[config.mk]
export PLATFORM = sky130hd
export DESIGN_NAME = acc_cmd_mailbox
export DESIGN_NICKNAME = d
export VERILOG_FILES = /design/src/rtl/acc_mbx_pkg.sv /design/src/rtl/acc_mbx_params.sv /design/src/rtl/acc_mbx_unpack.sv /design/src/rtl/acc_mbx_cmd_fsm.sv /design/src/rtl/acc_cmd_mailbox.sv
export SDC_FILE = /design/constraint.sdc
export NUM_CORES = 1
export LEC_CHECK = 0
export ABC_AREA = 1
export BUFFER_PORTS_ARGS = -buffer_cell sky130_fd_sc_hd__buf_2
export CORE_MARGIN = 2
export CORE_UTILIZATION = 35
export CTS_CLUSTER_SIZE = 28
export DETAILED_ROUTE_END_ITERATION = 10
export GPL_TIMING_DRIVEN = 0
export PLACE_DENSITY = 0.69
export RECOVER_POWER = 100
export SYNTH_ARGS = -nofsm -noshare
export SYNTH_HDL_FRONTEND = slang
export SYNTH_SLANG_ARGS = --single-unit
[constraint.sdc]
create_clock -name clk -period 2 [get_ports clk]
set_input_delay 0.1 -clock clk [delete_from_list [all_inputs] [get_ports clk]]
set_output_delay 0.1 -clock clk [all_outputs]
set_load 0.05 [all_outputs]
[src/rtl/acc_mbx_pkg.sv]
package acc_mbx_pkg;
  localparam int WORD_W    = 32;
  localparam int ADDR_W    = 3;
  localparam int NUM_PARAM = 4;
  localparam int NUM_WORDS = NUM_PARAM + 1;

  localparam logic [ADDR_W-1:0] A_CMD   = 3'd0;
  localparam logic [ADDR_W-1:0] A_QMASK = 3'd1;
  localparam logic [ADDR_W-1:0] A_LBASE = 3'd2;
  localparam logic [ADDR_W-1:0] A_QSEL  = 3'd3;
  localparam logic [ADDR_W-1:0] A_CTRL  = 3'd4;

  typedef enum logic [1:0] {
    ST_IDLE   = 2'd0,
    ST_OFFER  = 2'd1,
    ST_WAIT   = 2'd2,
    ST_REJECT = 2'd3
  } mbx_state_e;

  typedef struct packed {
    logic [15:0] timer;
    logic [1:0]  int_mode;
    logic [1:0]  entry_size;
    logic        cnt_mode;
    logic        multi_q;
    logic [15:0] queue;
    logic [15:0] max_entries;
    logic [31:0] list_base;
    logic [31:0] q_mask;
  } chan_cfg_t;
endpackage

[src/rtl/acc_mbx_params.sv]
module acc_mbx_params
  import acc_mbx_pkg::*;
#(
  parameter int NP = NUM_PARAM
) (
  input  logic                 clk,
  input  logic                 rst_n,
  input  logic                 wr_en,
  input  logic                 lock,
  input  logic [ADDR_W-1:0]    addr,
  input  logic [WORD_W-1:0]    wdata,
  output logic [NP-1:0][WORD_W-1:0] words
);
  for (genvar gi = 0; gi < NP; gi++) begin : g_word
    localparam logic [ADDR_W-1:0] MY_ADDR = ADDR_W'(gi + 1);
    logic [WORD_W-1:0] word_q;
    always_ff @(posedge clk) begin
      if (!rst_n) begin
        word_q <= '0;
      end else if (wr_en && !lock && addr == MY_ADDR) begin
        word_q <= wdata;
      end
    end
    assign words[gi] = word_q;
  end
endmodule

[src/rtl/acc_mbx_unpack.sv]
module acc_mbx_unpack
  import acc_mbx_pkg::*;
(
  input  logic [NUM_PARAM-1:0][WORD_W-1:0] words,
  output chan_cfg_t                       cfg
);
  logic [WORD_W-1:0] ctrl_w, qsel_w;

  always_comb begin
    ctrl_w          = words[A_CTRL - 1];
    qsel_w          = words[A_QSEL - 1];
    cfg.timer       = ctrl_w[15:0];
    cfg.int_mode    = ctrl_w[17:16];
    cfg.entry_size  = ctrl_w[19:18];
    cfg.cnt_mode    = ctrl_w[20];
    cfg.multi_q     = ctrl_w[21];
    cfg.queue       = qsel_w[15:0];
    cfg.max_entries = qsel_w[31:16];
    cfg.list_base   = words[A_LBASE - 1];
    cfg.q_mask      = words[A_QMASK - 1];
  end
endmodule

[src/rtl/acc_mbx_cmd_fsm.sv]
module acc_mbx_cmd_fsm
  import acc_mbx_pkg::*;
#(
  parameter int         NUM_CHAN = 48,
  parameter logic [7:0] ERR_CODE = 8'h03
) (
  input  logic              clk,
  input  logic              rst_n,
  input  logic              cmd_wr,
  input  logic [WORD_W-1:0] wdata,
  input  logic              cfg_ready,
  input  logic              done_valid,
  input  logic [7:0]        done_code,
  output logic              busy,
  output logic              cfg_valid,
  output logic [7:0]        chan,
  output logic [7:0]        op,
  output logic [WORD_W-1:0] cmd_word
);
  localparam logic [8:0] CHAN_LIMIT = 9'(NUM_CHAN);

  mbx_state_e state_q;
  logic [7:0] ret_q, op_q, chan_q;
  logic       new_ok;

  assign new_ok = ({1'b0, wdata[7:0]} < CHAN_LIMIT);

  always_ff @(posedge clk) begin
    if (!rst_n) begin
      state_q <= ST_IDLE;
      ret_q   <= '0;
      op_q    <= '0;
      chan_q  <= '0;
    end else begin
      unique case (state_q)
        ST_IDLE: begin
          if (cmd_wr && wdata[15:8] != 8'h00) begin
            op_q    <= wdata[15:8];
            chan_q  <= wdata[7:0];
            ret_q   <= '0;
            state_q <= new_ok ? ST_OFFER : ST_REJECT;
          end
        end
        ST_OFFER: begin
          if (cfg_ready) state_q <= ST_WAIT;
        end
        ST_WAIT: begin
          if (done_valid) begin
            ret_q   <= done_code;
            op_q    <= '0;
            state_q <= ST_IDLE;
          end
        end
        ST_REJECT: begin
          ret_q   <= ERR_CODE;
          op_q    <= '0;
          state_q <= ST_IDLE;
        end
        default: state_q <= ST_IDLE;
      endcase
    end
  end

  assign busy      = (state_q != ST_IDLE);
  assign cfg_valid = (state_q == ST_OFFER);
  assign chan      = chan_q;
  assign op        = op_q;
  assign cmd_word  = {ret_q, 8'h00, op_q, chan_q};
endmodule

[src/rtl/acc_cmd_mailbox.sv]
module acc_cmd_mailbox
  import acc_mbx_pkg::*;
#(
  parameter int         NUM_CHAN = 48,
  parameter logic [7:0] ERR_CODE = 8'h03
) (
  input  logic        clk,
  input  logic        rst_n,
  input  logic        reg_wr,
  input  logic [2:0]  reg_addr,
  input  logic [31:0] reg_wdata,
  output logic [31:0] reg_rdata,
  output logic        cfg_valid,
  input  logic        cfg_ready,
  output logic [7:0]  cfg_chan,
  output logic [7:0]  cfg_op,
  output logic [15:0] cfg_timer,
  output logic [1:0]  cfg_int_mode,
  output logic [1:0]  cfg_entry_size,
  output logic        cfg_cnt_mode,
  output logic        cfg_multi_q,
  output logic [15:0] cfg_queue,
  output logic [15:0] cfg_max_entries,
  output logic [31:0] cfg_list_base,
  output logic [31:0] cfg_q_mask,
  input  logic        done_valid,
  input  logic [7:0]  done_code
);
  logic [NUM_PARAM-1:0][WORD_W-1:0] param_words;
  logic [WORD_W-1:0] cmd_word;
  logic              busy;
  chan_cfg_t         cfg;

  acc_mbx_params #(.NP(NUM_PARAM)) u_params (
    .clk   (clk),
    .rst_n (rst_n),
    .wr_en (reg_wr),
    .lock  (busy),
    .addr  (reg_addr),
    .wdata (reg_wdata),
    .words (param_words)
  );

  acc_mbx_cmd_fsm #(.NUM_CHAN(NUM_CHAN), .ERR_CODE(ERR_CODE)) u_fsm (
    .clk        (clk),
    .rst_n      (rst_n),
    .cmd_wr     (reg_wr && reg_addr == A_CMD),
    .wdata      (reg_wdata),
    .cfg_ready  (cfg_ready),
    .done_valid (done_valid),
    .done_code  (done_code),
    .busy       (busy),
    .cfg_valid  (cfg_valid),
    .chan       (cfg_chan),
    .op         (cfg_op),
    .cmd_word   (cmd_word)
  );

  acc_mbx_unpack u_unpack (
    .words (param_words),
    .cfg   (cfg)
  );

  assign cfg_timer       = cfg.timer;
  assign cfg_int_mode    = cfg.int_mode;
  assign cfg_entry_size  = cfg.entry_size;
  assign cfg_cnt_mode    = cfg.cnt_mode;
  assign cfg_multi_q     = cfg.multi_q;
  assign cfg_queue       = cfg.queue;
  assign cfg_max_entries = cfg.max_entries;
  assign cfg_list_base   = cfg.list_base;
  assign cfg_q_mask      = cfg.q_mask;

  always_comb begin
    if (reg_addr == A_CMD) begin
      reg_rdata = cmd_word;
    end else if (reg_addr < ADDR_W'(NUM_WORDS)) begin
      reg_rdata = param_words[reg_addr - 3'd1];
    end else begin
      reg_rdata = '0;
    end
  end
endmodule

==> results.toml <==
[timing]
worst_pin_slew_ns = 0.6838
period_needed_ns = 1.963
finalClockSkew_ns = 0.007127
fmax_mhz = 509.4
maxSlewViolCount = 0
hold_viol_final = 0
setup_viol = 0
fin_crit_sh_pct = 98.16
grt_setup_unrepaired = "no"
relSlewSlack_pct = 54.21
timing.final.ws_setup_ns = 0.03688

[route]
wl_per_cell_um = 17.44
vias = 8403
drt_first_pass_iters = 5
drtIter0Drc = 679
drtAntennaViolNets = 0
drt-total-wl_um = 29190
remaining_drc_errors = 0
vias_per_cell = 5.020

[worst_setup_path]
required_ns = 1.90
crit_path_end_kind = "output port"
crit_type = "in -> out"
critical-path-max-stage-delay_ns = 0.34
critPathArrivalTime_ns = 1.86
path_max_fanout = 20
crit_path_frequent_cell = "buf_4"
crit_slowest_cell = "ha_2"
start_kind = "input port"
cp_cell_sequence = "buf_4, inv_2, buf_12, ha_2, inv_4, buf_4, a21oi_1, a21oi_2, nand2_1, nand2_2, buf_4"

[pwr]
max-vdd-ir-drop_mv = 0.5187
seq_power_share_pct = 38.0
swShare_pct = 32.72
pwr_density_cell_mw_per_mm2 = 840.8
combPwrFrac_pct = 23.4
intPower_mw = 5.871
p_clk_share_pct = 38.6
p_leak_nw = 4.589
finalPower_mw = 8.727
p_sw_mw = 2.856

[global_route]
grt.total_usage_pct = 24.04
first_global_vias = 7811
grt_pass1_wl_um = 43960
grt_max_degree = 21
grt_overflow = 0
antenna_found_initial = 1

[synthesis]
syn_inst = 1124
synth_area_mm2 = 0.007898
syn_nets = 1176
yosysSeqAreaShare_pct = 39.04
ys_ff_latch = 154
syn_area_per_cell_um2 = 7.026
synth.distinct_cells = 24
ys_warn_count = 0

[clock_network]
cts_buffers = 17
clkTransAtPathRegs_ns = 0.06
clock_latency_ns = 0.43
cts_root_buffer = "clkbuf_16"
cts_tree = "built"
clockBufferDepth = 2
cts_sinks = 154
h-tree-depth = 4

[floorplan]
die_h_um = 154.2
die_w_um = 154.2
num_rows = 54
io_pins = 215
die_area_mm2 = 0.02378
coreArea_mm2 = 0.02196
initial_core_util_pct = 35.97

[run_status]
outcome = "finished clean"

[finish]
final_common_cell = "nor2_1"
fill_cells = 2258
mostFrequentLayoutCells = "nor2_1, clkbuf_1, o21ai_0"
seq_area_mm2 = 0.003083
drive_gt1_share_pct = 24.05
syn2layout_area_growth_pct = 31.43
layout.nets = 1432
multiInputGateArea_mm2 = 0.003431

[placement]
hpwl_um = 21890
dp_worst_setup_slack_ns = -0.9510
gp_congestion = 0.9294
placement.io_buffers = 213

[min_path]
hold_class = "in -> reg"

[job]
drv_cap = 0
==> kinds of logic after synthesis <==
group           share of synthesized area (%)
fa+ha+maj                              0.6337
buf+inv                                 20.04
compound gates                          22.77
simple gates                            17.52
flops                                   39.04
==> layout make-up <==
cell class                      instances  share of cell area (%)
Clock inverter                         12                   1.386
Multi-Input combinational cell        696                   33.05
Inverter                               69                   2.543
Sequential cell                       154                   29.70
Buffer                                202                   13.01
Clock buffer                           20                   4.496
Tap cell                              280                   3.375
Antenna cell                            1                 0.02411
Timing Repair Buffer                  240                   12.42
==> per-stage QoR <==
stage          setup TNS [ns]  cell area, um2  util (%)  hold WS, ns  cells
6_report                    0           10380     47.27      0.01575   1674
3_5_place_dp           -61.11            9489     43.21       0.3710   1617
4_1_cts                     0           10560     48.11     0.009632   1674
5_1_grt                     0           10380     47.27      0.02663   1674
2_1_floorplan               0            8073         -       0.2349   1124
3_3_place_gp           -57.88            9489     43.21       0.3585   1617
==> final timing paths <==
check                           cells after the start                                        from  slack [ns]                                    endpoint
worst max-delay path                               11                                 reg_addr[0]        0.04                               reg_rdata[11]
worst min register to register                      2  u_params.g_word[3].word_q[26]$_SDFFE_PN0P_        0.45  u_params.g_word[3].word_q[26]$_SDFFE_PN0P_
worst min-delay path                                5                                done_code[5]        0.02                 u_fsm.ret_q[5]$_SDFFE_PN0P_
worst max register to register                      5               u_fsm.state_q[0]$_SDFFE_PN0P_        0.17  u_params.g_word[3].word_q[26]$_SDFFE_PN0P_
==> power by group through the flow <==
stage               Clock (mW)  Combinational, mW  Sequential [mW]
finish                    3.37               2.04             3.31
global route              3.52               2.18             3.33
CTS                       3.38               2.05             3.31
detailed placement           0               1.91             3.38
global placement             0               1.90             3.38
floorplan                    0               1.42             3.35
==> routing by layer <==
metal | GRT usage (%) | routed length (um) | vias up
met4 | 10.46 | 1064 | 0
met1 | 31.50 | 12490 | 3879
met5 | 0 | 0 | -
li1 | - | - | 4038
met2 | 38.35 | 13060 | 423
met3 | 5.099 | 2566 | 63
==> critical path: cells and delay by family <==
kind | cells | cell delay (ns)
adders and majority gates | 1 | 0.34
and+or+nand+nor | 2 | 0.23
buffers and inverters | 6 | 0.89
AOI/OAI and AO/OA | 2 | 0.29
==> sequential cells by signal, indices dropped and copies added, names as in the netlist <==
| register | cells |
|---|---|
| u_fsm.state_q | 2 |
| u_fsm.op | 8 |
| u_fsm.ret_q | 8 |
| u_params.g_word.word_q | 128 |
| u_fsm.chan | 8 |
==> cell usage after synthesis (all sizes together) <==
master    n  area, um2
a21oi   172      860.8
and3      1      6.260
buf     160       1152
clkbuf   45      168.9
dfxtp   154       3083
ha        4      50.05
inv      69      261.5
nand2   120      457.9
nand3    27      170.2
nand4     1      12.51
nor2    185      731.9
nor3      1      5.000
o211ai    1      12.51
o21ai   184      924.6
==> timing repair <==
| item | CTS | global route |
|---|---|---|
| setup buffers | 1 | 0 |
| pin swaps | 9 | 5 |
| hold buffers | 26 | 0 |
| hold endpoints to repair | 60 | 0 |
| resized for setup | 74 | 19 |
| endpoints found under the setup margin | 86 | 32 |
No activity file was read; power rests on OpenSTA's default activity.
